File: config.mk
export PLATFORM = sky130hd
export DESIGN_NAME = des_ip_regs
export DESIGN_NICKNAME = d
export VERILOG_FILES = /design/src/rtl/des_ip_pkg.sv /design/src/rtl/ipr_byte_shreg.sv /design/src/rtl/ipr_byte_counter.sv /design/src/rtl/des_ip_regs.sv
export SDC_FILE = /design/constraint.sdc
export NUM_CORES = 1
export LEC_CHECK = 0
export ABC_AREA = 1
export BUFFER_PORTS_ARGS = -buffer_cell sky130_fd_sc_hd__clkbuf_2
export CAP_MARGIN = 20
export CORE_MARGIN = 8
export CORE_UTILIZATION = 40
export CTS_CLUSTER_SIZE = 40
export DETAILED_ROUTE_END_ITERATION = 12
export GPL_TIMING_DRIVEN = 0
export PLACE_DENSITY = 0.67
export SYNTH_ARGS = -nofsm -noshare
export SYNTH_HDL_FRONTEND = slang
export SYNTH_HIERARCHICAL = 1
export SYNTH_SLANG_ARGS = --single-unit
File: constraint.sdc
create_clock -name clk -period 1.3 [get_ports clk]
set_clock_uncertainty 0.05 [all_clocks]
set_input_delay 0.13 -clock clk [delete_from_list [all_inputs] [get_ports clk]]
set_output_delay 0.13 -clock clk [all_outputs]
set_load 0.01 [all_outputs]
File: src/rtl/des_ip_pkg.sv
package des_ip_pkg;
  localparam int BYTE_W    = 8;
  localparam int HALF_REGS = 4;
  localparam int NREG      = 2 * HALF_REGS;
  localparam int HALF_W    = HALF_REGS * BYTE_W;
  localparam int CNT_W     = $clog2(NREG);

  // Input bit lane feeding shift register j (j 0..3 left bytes MSB first, 4..7 right).
  localparam int LOAD_LANE   [NREG] = '{6, 4, 2, 0, 7, 5, 3, 1};
  // Output bit lane driven by register j; halves exchange roles on the way out.
  localparam int UNLOAD_LANE [NREG] = '{7, 5, 3, 1, 6, 4, 2, 0};
endpackage

File: src/rtl/ipr_byte_shreg.sv
module ipr_byte_shreg #(
  parameter int W = 8
) (
  input  logic         clk,
  input  logic         rst,
  input  logic         pld,
  input  logic [W-1:0] pd,
  input  logic         shift,
  input  logic         sin,
  output logic [W-1:0] q
);
  always_ff @(posedge clk) begin
    if (rst)        q <= '0;
    else if (pld)   q <= pd;
    else if (shift) q <= {sin, q[W-1:1]};
  end
endmodule

File: src/rtl/ipr_byte_counter.sv
module ipr_byte_counter #(
  parameter int LIMIT = 8,
  localparam int CW   = (LIMIT > 1) ? $clog2(LIMIT) : 1
) (
  input  logic clk,
  input  logic rst,
  input  logic clr,
  input  logic step,
  output logic done
);
  logic [CW-1:0] cnt;

  always_ff @(posedge clk) begin
    if (rst || clr) begin
      cnt  <= '0;
      done <= 1'b0;
    end else if (step) begin
      if (cnt == CW'(LIMIT - 1)) begin
        cnt  <= '0;
        done <= 1'b1;
      end else begin
        cnt  <= cnt + 1'b1;
        done <= 1'b0;
      end
    end else begin
      done <= 1'b0;
    end
  end
endmodule

File: src/rtl/des_ip_regs.sv
module des_ip_regs
  import des_ip_pkg::*;
(
  input  logic              clk,
  input  logic              rst,
  input  logic [BYTE_W-1:0] byte_in,
  input  logic              load_en,
  input  logic              unload_en,
  input  logic              pload_en,
  input  logic [HALF_W-1:0] left_d,
  input  logic [HALF_W-1:0] right_d,
  output logic [HALF_W-1:0] left_q,
  output logic [HALF_W-1:0] right_q,
  output logic [BYTE_W-1:0] byte_out,
  output logic              blk_done
);
  logic              do_load, do_unload, do_shift;
  logic [BYTE_W-1:0] tap;
  logic [BYTE_W-1:0] reg_q [NREG];

  assign do_load   = load_en && !pload_en;
  assign do_unload = unload_en && !load_en && !pload_en;
  assign do_shift  = do_load || do_unload;

  for (genvar j = 0; j < NREG; j++) begin : g_reg
    localparam int HB = HALF_REGS - 1 - (j % HALF_REGS);
    logic [BYTE_W-1:0] pbyte;
    if (j < HALF_REGS) begin : g_left
      assign pbyte = left_d[HB*BYTE_W +: BYTE_W];
      assign left_q[HB*BYTE_W +: BYTE_W] = reg_q[j];
    end else begin : g_right
      assign pbyte = right_d[HB*BYTE_W +: BYTE_W];
      assign right_q[HB*BYTE_W +: BYTE_W] = reg_q[j];
    end

    ipr_byte_shreg #(.W(BYTE_W)) u_sr (
      .clk   (clk),
      .rst   (rst),
      .pld   (pload_en),
      .pd    (pbyte),
      .shift (do_shift),
      .sin   (do_load & byte_in[LOAD_LANE[j]]),
      .q     (reg_q[j])
    );

    assign tap[UNLOAD_LANE[j]] = reg_q[j][0];
  end

  always_ff @(posedge clk) begin
    if (rst)            byte_out <= '0;
    else if (do_unload) byte_out <= tap;
  end

  ipr_byte_counter #(.LIMIT(NREG)) u_cnt (
    .clk  (clk),
    .rst  (rst),
    .clr  (pload_en),
    .step (do_shift),
    .done (blk_done)
  );
endmodule

# Yosys cells after proc, flatten, opt, wreduce, memory -nomap -nowiden
# Cells that the tools add are included.
# Widths: inputs -> output; s select.
# op_classes
n_reduce_logical	9
n_bitwise	9
muxes	18
n_eq_ne	1
n_addsub	1
# op_table
operator	count
$mux 8	16
$and 1x1->1	8
$add 3x1->3 const B	1
$eq 3x3->1 const B	1
$logic_and 1x1->1	3
$mux 3	1
$logic_not 1->1	2
$logic_or 1x1->1	2
$reduce_bool 2->1	1
$reduce_or 2->1	1
$mux 1	1
$not 1->1	1
# word_totals
in_bits	77
register_bits	76
output_inout_bits	73
elab_cells	49

# Depth between registers and ports, before layout
# Gate-level depths: netlist of the first run.
# depth
ltp_word	6
depth_mapped	10
mapped_depth_nobuf	8

# By module
# The synthesis of the first run kept the hierarchy.
# by_module_without_submodules
mod	n_inst	area_per_inst_um2	seq_area_each_um2	cells_per_inst
ipr_byte_shreg	8	419.2	160.2	66
des_ip_regs	1	447.9	160.2	73
ipr_byte_counter	1	176.4	80.1	22

# Worst setup path before layout of the first run
# OpenSTA, ideal clock, no wires.
# synth_path
path_type	input to register
start	input port pload_en
end	register g_reg[0].u_sr.q[5]
required_ps	1141
path_buffers	2
path_stages	10
setup_time_ps	109
arrival_time_ps	1187
setup_slack_ps	-45
path_cell_list	nor2_4 > buf_6 > nand2_1 > nand2_1 > buf_4 > nor2_8 > nand2_1 > nand3_1 > nand2_1 > inv_1
# synth_via
elab_chain_cells	4
word_cells_on_any_way	6
cone_classes	1 x mux; 5 x reduce/logical
# synth_rtl
element	line_no	source
from (decl)	des_ip_regs.sv:9	input logic pload_en,
$logic_not 1->1 *	des_ip_regs.sv:21, des_ip_regs.sv:22	
$logic_and 1x1->1, on equally long branches	des_ip_regs.sv:21, des_ip_regs.sv:22	
$logic_or 1x1->1 *	des_ip_regs.sv:23	assign do_shift = do_load || do_unload;
named net do_shift	des_ip_regs.sv:17	logic do_load, do_unload, do_shift;
$reduce_bool 2->1 (no source line) *	n/a	
to (signal assigned)	ipr_byte_shreg.sv:14	else if (pld) q <= pd;
to (signal assigned)	ipr_byte_shreg.sv:15	else if (shift) q <= {sin, q[W-1:1]};
to (decl)	ipr_byte_shreg.sv:10	output logic [W-1:0] q
# The timed path passes the listed nets; every way through them passes the cells marked *.
# A chain may end at the register's enable or synchronous reset.

# Worst setup path in the final report of the first run
# layout_path
start	input port load_en
end	register g_reg[6].u_sr.q[5]
# layout_via
elab_chain_cells	5
word_cells_on_any_way	6
cone_classes	6 x reduce/logical
# layout_rtl
element	line_no	source
from (decl)	des_ip_regs.sv:7	input logic load_en,
$logic_not 1->1	des_ip_regs.sv:22	assign do_unload = unload_en && !load_en && !pload_en;
$logic_and 1x1->1 (2 in series)	des_ip_regs.sv:22	
$logic_or 1x1->1 *	des_ip_regs.sv:23	
named net do_shift	des_ip_regs.sv:17	
$reduce_bool 2->1 (no source line) *	n/a	
to (signal assigned)	ipr_byte_shreg.sv:14	
to (signal assigned)	ipr_byte_shreg.sv:15	
to (decl)	ipr_byte_shreg.sv:10	
# Marks and branches as above.

==> results of run 1 <==
## final timing paths
kind | to | depth (start not counted) | start
max | g_reg[6].u_sr/q[5] | 11 | load_en
min | g_reg[2].u_sr/q[5] | 5 | left_d[13]
max reg2reg | u_cnt/cnt[2] | 4 | u_cnt/cnt[0]
min reg2reg | u_cnt/cnt[2] | 2 | u_cnt/cnt[2]
## Yosys cell counts, drive strengths merged
master,instances
buf,19
nor2,26
dfxtp,76
inv,102
a21oi,51
ha,2
nor3,1
nand2,289
nand3,57
## metrics by stage
stage,setup TNS (ps),area (um^2),cells,setup slack [ps]
5_1_grt,0,5150,924,55.1
4_1_cts,0,5100,921,56.9
3_3_place_gp,-60970,4890,904,-874
6_report,0,5150,924,164
2_1_floorplan,0,3980,623,60.1
3_5_place_dp,-60790,4910,905,-935
## sequential cells by signal, indices dropped and copies added, names as in the netlist
register	flops
g.u_sr/q	64
u_cnt/done	1
u_cnt/cnt	3
byte_out	8
## tightest hold or removal path: stages
cell and delay (ps):
clkbuf_2 80, nand2_1 40, nand3_1 70, nand2_1 40, inv_1 40
## logic make-up (layout without fill, tap and decap cells)
kind of cell | after synthesis | in the layout | synth area share [%]
flops | 76 | 76 | 38.3
buf+inv | 121 | 288 | 14.1
compound gates | 51 | 51 | 6.42
simple gates | 373 | 374 | 40.6
fa+ha+maj | 2 | 2 | 0.629
## final cells by class
type	instances	area, um^2	area share, %
buffer	19	208	4.03
clock buffer	13	159	3.08
clock inverter	2	10.0	0.194
inverter	102	383	7.43
multi-input combinational	427	1920	37.2
sequential	76	1520	29.5
tap	133	166	3.23
timing repair buffer	152	790	15.3
## power by group through the flow
stage          combinational (mW)  sequential (mW)  clock, mW
6_report                     1.11             2.59       1.63
5_1_grt                      1.24             2.62       1.79
4_1_cts                      1.09             2.59       1.70
3_5_place_dp                 1.08             2.65          0
3_3_place_gp                 1.06             2.64          0
2_1_floorplan               0.589             2.69          0
## routing by layer
| metal | up-vias | GRT usage [%] | share of wire, % |
|---|---|---|---|
| li1 | 2211 | - | - |
| met1 | 1833 | 20.0 | 45 |
| met2 | 128 | 25.8 | 46 |
| met3 | 13 | 4.33 | 8.4 |
| met4 | 0 | 5.70 | 1.3 |
| met5 | - | 0 | 0 |
## what timing repair did
action	CTS	global route
setup buffers	1	2
gates cloned	0	1
gates resized for setup	4	10
endpoints found under the setup margin	68	54
endpoints found under the hold margin	0	0
pin swaps	1	1
==> impl_metrics.csv, run 1 <==
group,metric,value,unit
finish,syn2layout_area_growth,29.6,%
pwr,seqPwrFrac,48.6,%
pwr,powerDensity,1030,mW/mm^2
setup_path,cp-start-kind,"primary input",
synthesis,seq_area_frac_synth,38.3,%
clock_network,htree_num_levels,3,
setup_path,cp_top_family,"simple AND/OR/NAND/NOR gates",
synthesis,synth.largest_area_cell,"dfxtp_1",
finish,drive_gt1_share,26.0,%
timing,hold_ws,26.5,ps
die,core,0.00973,mm^2
worst_hold_path,hold_class,"primary input to flop",
pwr,p_switching,1.61,mW
clock_network,cts_inserted_buffers,9,
clock_network,cts_tree,"done",
die,dieHeight,116,um
synthesis,netlist_top_cells_area,"dfxtp_1, nand2_1, inv_1, nand3_1, a21oi_1",
pwr,combPwrFrac,20.7,%
pwr,leakage,3.00,nW
route,drc,0,
clock_network,clock_path_buffers,2,
timing,slew_viol_final,0,
timing,relSlewSlack,60.2,%
grt,grt_pass1_vias,3744,
route,dr.pass1.iters,4,
clock_network,path_clk_slew,80,ps
setup_path,cp-end-kind,"flop",
clock_network,clock_latency,350,ps
die,die_w,116,um
synthesis,synth_top_cell_area_share,38.3,%
die,pin_count,150,
place,portBuffers,148,
finish,fin_nets,866,
timing,fmax,881,MHz
route,postRouteWirelength,11.1,mm
finish,diodes,0,
pwr,intPower,3.72,mW
setup_path,worst_path_largest_cell_delay,190,ps
pwr,p_total,5.33,mW
route,vias,4185,
synthesis,synth-seq-cells,76,
clock_network,cts_root_buf,"clkbuf_8",
route,drtAntennaViolNets,0,
grt,grt-ovfl-total,0,
clock_network,hold_buffers,0,
status,status,"completed",
setup_path,reg2reg_slack,210,ps
place,dpl.hpwl,8.13,mm
timing,finalSetupViolCount,0,
timing,finalCritPeriodShare,87.4,%
die,die_area,0.0134,mm^2
finish,fillers,1024,
synthesis,syn_area_per_cell,6.38,um^2
setup_path,cpMaxStageDelayCell,"nand2_4",
setup_path,cp_cell_sequence,"clkbuf_2 > nor2_4 > buf_6 > nand2_1 > nand2_4 > buf_6 > nor2_8 > nand2_1 > nand3_1 > nand2_1 > inv_1",
synthesis,synth_nets,702,
grt,grtUsageTotal,16.0,%
synthesis,yosysWarnings,6,
synthesis,netlist_area,0.00398,mm^2
setup_path,critPathKind,"primary input to flop",
timing,rsz0062_at_grt,"no",
setup_path,cp_common_cell,"nand2_1",
synthesis,syn_inst,623,
finish,mostFrequentLayoutCell,"nand2_1",
setup_path,path_max_fanout,10,
finish,post-route-util,53.0,%
synthesis,synth_cell_types,14,
route,first_iter_violations,370,
pwr,clkPwrFrac,30.6,%
pwr,switching_share,30.1,%
clock_network,cts.sinks,76,
finish,most-common-layout-cells,"nand2_1, clkbuf_2, inv_1",
setup_path,crit_buf_inv,4,
route,vias_per_cell,4.53,
die,initial_utilization,40.9,%
die,fp-row-count,36,
timing,tightest_slew,596,ps
setup_path,cp.required,1500,ps
grt,grt_pass1_wl,17.4,mm
setup_path,worstPathArrival,1330,ps
grt,grt_max_degree,29,
timing,hold_viol,0,
grt,grt_antenna_before_repair,0,
job,cap_violations,0,
route,wire_per_inst,12.0,um
timing,period_needed,1140,ps
pwr,peakVddDrop,396,uV
place,place_congestion,0.833,
Note: power is estimated with default switching activity, not from simulation.
==> inputs of run 2 (changes only) <==
--- a/config.mk
+++ b/config.mk
@@ -13,7 +13,7 @@
 export CTS_CLUSTER_SIZE = 40
 export DETAILED_ROUTE_END_ITERATION = 12
 export GPL_TIMING_DRIVEN = 0
-export PLACE_DENSITY = 0.67
+export PLACE_DENSITY = 0.64
 export SYNTH_ARGS = -nofsm -noshare
 export SYNTH_HDL_FRONTEND = slang
 export SYNTH_HIERARCHICAL = 1
==> constraint.sdc (replaced) <==
create_clock -name clk -period 1.4 [get_ports clk]
set_clock_uncertainty 0.05 [all_clocks]
set_input_delay 0.14 -clock clk [delete_from_list [all_inputs] [get_ports clk]]
set_output_delay 0.14 -clock clk [all_outputs]
set_load 0.01 [all_outputs]
==> impl_metrics.csv, run 2 (synthesis gave the netlist of run 1 again) <==
group,metric,value,unit
timing,tightest_slew,640,ps
setup_path,cp_top_family,"simple AND/OR/NAND/NOR gates",
finish,syn2layout_area_growth,29.8,%
finish,largest-register,"g.u_sr/q",
die,pin_count,150,
pwr,peakVddDrop,384,uV
setup_path,rr_startpoint,"u_cnt/cnt[0]",
timing,relSlewSlack,57.4,%
pwr,leakage,3.01,nW
finish,fin_cells,925,
grt,grt-ovfl-total,0,
timing,slew_viol_final,0,
setup_path,worst_path_largest_cell_delay,220,ps
status,status,"completed",
route,postRouteWirelength,10.9,mm
finish,regArea,0.00152,mm^2
place,portBuffers,148,
clock_network,cts_tree,"done",
finish,diodes,0,
route,drtAntennaViolNets,0,
setup_path,cp-start-kind,"primary input",
place,dp_cells,904,
finish,drive_gt1_share,26.3,%
die,core,0.00973,mm^2
timing,finalSetupViolCount,0,
finish,mostFrequentLayoutCell,"nand2_1",
timing,finalCritPeriodShare,93.3,%
finish,most-common-layout-cells,"nand2_1, clkbuf_2, inv_1",
setup_path,cp.depth,11,
place,place_congestion,0.796,
route,vias,4145,
setup_path,path_max_fanout,11,
clock_network,clock_latency,340,ps
die,die_area,0.0134,mm^2
worst_hold_path,hold_depth,5,
finish,reg_top3,"g.u_sr/q (64), byte_out (8), u_cnt/cnt (3)",
setup_path,reg2reg_slack,310,ps
route,first_iter_violations,301,
setup_path,worstPathArrival,1490,ps
timing,hold_ws,42.0,ps
clock_network,htree_num_levels,3,
setup_path,critPathKind,"primary input to flop",
clock_network,cts_inserted_buffers,9,
clock_network,clock_path_buffers,2,
die,dieHeight,116,um
worst_hold_path,min_from,"right_d[23]",
route,drc,0,
finish,fin_nets,866,
timing,fin_ws,93.1,ps
clock_network,path_clk_slew,80,ps
worst_hold_path,hold_class,"primary input to flop",
finish,post-route-util,53.1,%
route,wire_per_inst,11.8,um
job,cap_violations,0,
grt,grt_pass1_vias,3840,
finish,fillers,1052,
timing,rsz0062_at_grt,"yes",
timing,period_needed,1310,ps
setup_path,cp_cell_sequence,"clkbuf_4 > nor2_4 > buf_6 > nand2_1 > nand2_4 > buf_4 > nor2_8 > nand2_1 > nand3_1 > nand2_1 > inv_1",
clock_network,cts_root_buf,"clkbuf_8",
pwr,powerDensity,997,mW/mm^2
finish,largest_register_ffs,64,
die,fp-row-count,36,
timing,fmax,765,MHz
route,vias_per_cell,4.48,
route,dr.pass1.iters,4,
clock_network,cts.sinks,76,
finish,multi_input_area,0.00191,mm^2
grt,grt_pass1_wl,17.7,mm
place,place_ws,-993,ps
place,dpl.hpwl,7.98,mm
setup_path,cp.required,1590,ps
setup_path,crit_buf_inv,4,
grt,grtUsageTotal,16.1,%
timing,hold_viol,0,
grt,grt_antenna_before_repair,0,
setup_path,critPathLaunch,"pload_en",
setup_path,cp-end-kind,"flop",
grt,grt_max_degree,51,
setup_path,cpMaxStageDelayCell,"clkbuf_4",
pwr,p_total,5.14,mW
setup_path,cp_common_cell,"nand2_1",
die,initial_utilization,40.9,%
setup_path,r2r_cells,4,
die,die_w,116,um
run 2: per-layer routing:
layer	global-route usage, %	part of all wire (%)
met3	3.96	7.9
met1	20.4	45
met2	26.1	46
met4	5.45	1.2
met5	0	0
run 2: power by group:
group	internal [mW]	leakage (nW)	switching [mW]
clock	0.917	0.102	0.810
combinational	0.421	2.28	0.588
sequential	2.30	0.628	0.108
total	3.64	3.01	1.51
run 2: cell type report:
type	instances	share of cell area (%)
Clock buffer	12	3.01
Buffer	19	3.44
Clock inverter	4	0.921
Inverter	102	7.42
Multi-Input combinational cell	426	37.0
Timing Repair Buffer	153	15.5
Sequential cell	76	29.5
Tap cell	133	3.22
run 2: tightest hold or removal path, cell delays in order:
cell,delay (ps)
clkbuf_2,70
nand2_1,40
nand3_1,70
nand2_1,40
inv_1,40
run 2: final timing paths:
path,to
setup / recovery,g_reg[3].u_sr/q[5]
hold / removal,g_reg[5].u_sr/q[7]
setup reg to reg,u_cnt/cnt[2]
hold reg to reg,u_cnt/cnt[1]
run 2: what timing repair did:
item | 4_1_cts | 5_1_grt
pin swaps | 0 | 1
buffers inserted | 0 | 4
resized for setup | 4 | 1
hold buffers | 0 | 0
endpoints found under the setup margin | 68 | 64
run 2: per-stage QoR:
step | cell area [um^2] | TNS [ps]
6_report | 5160 | 0
2_1_floorplan | 3980 | 0
4_1_cts | 5100 | 0
3_3_place_gp | 4880 | -67930
3_5_place_dp | 4880 | -66940
5_1_grt | 5160 | -19.1
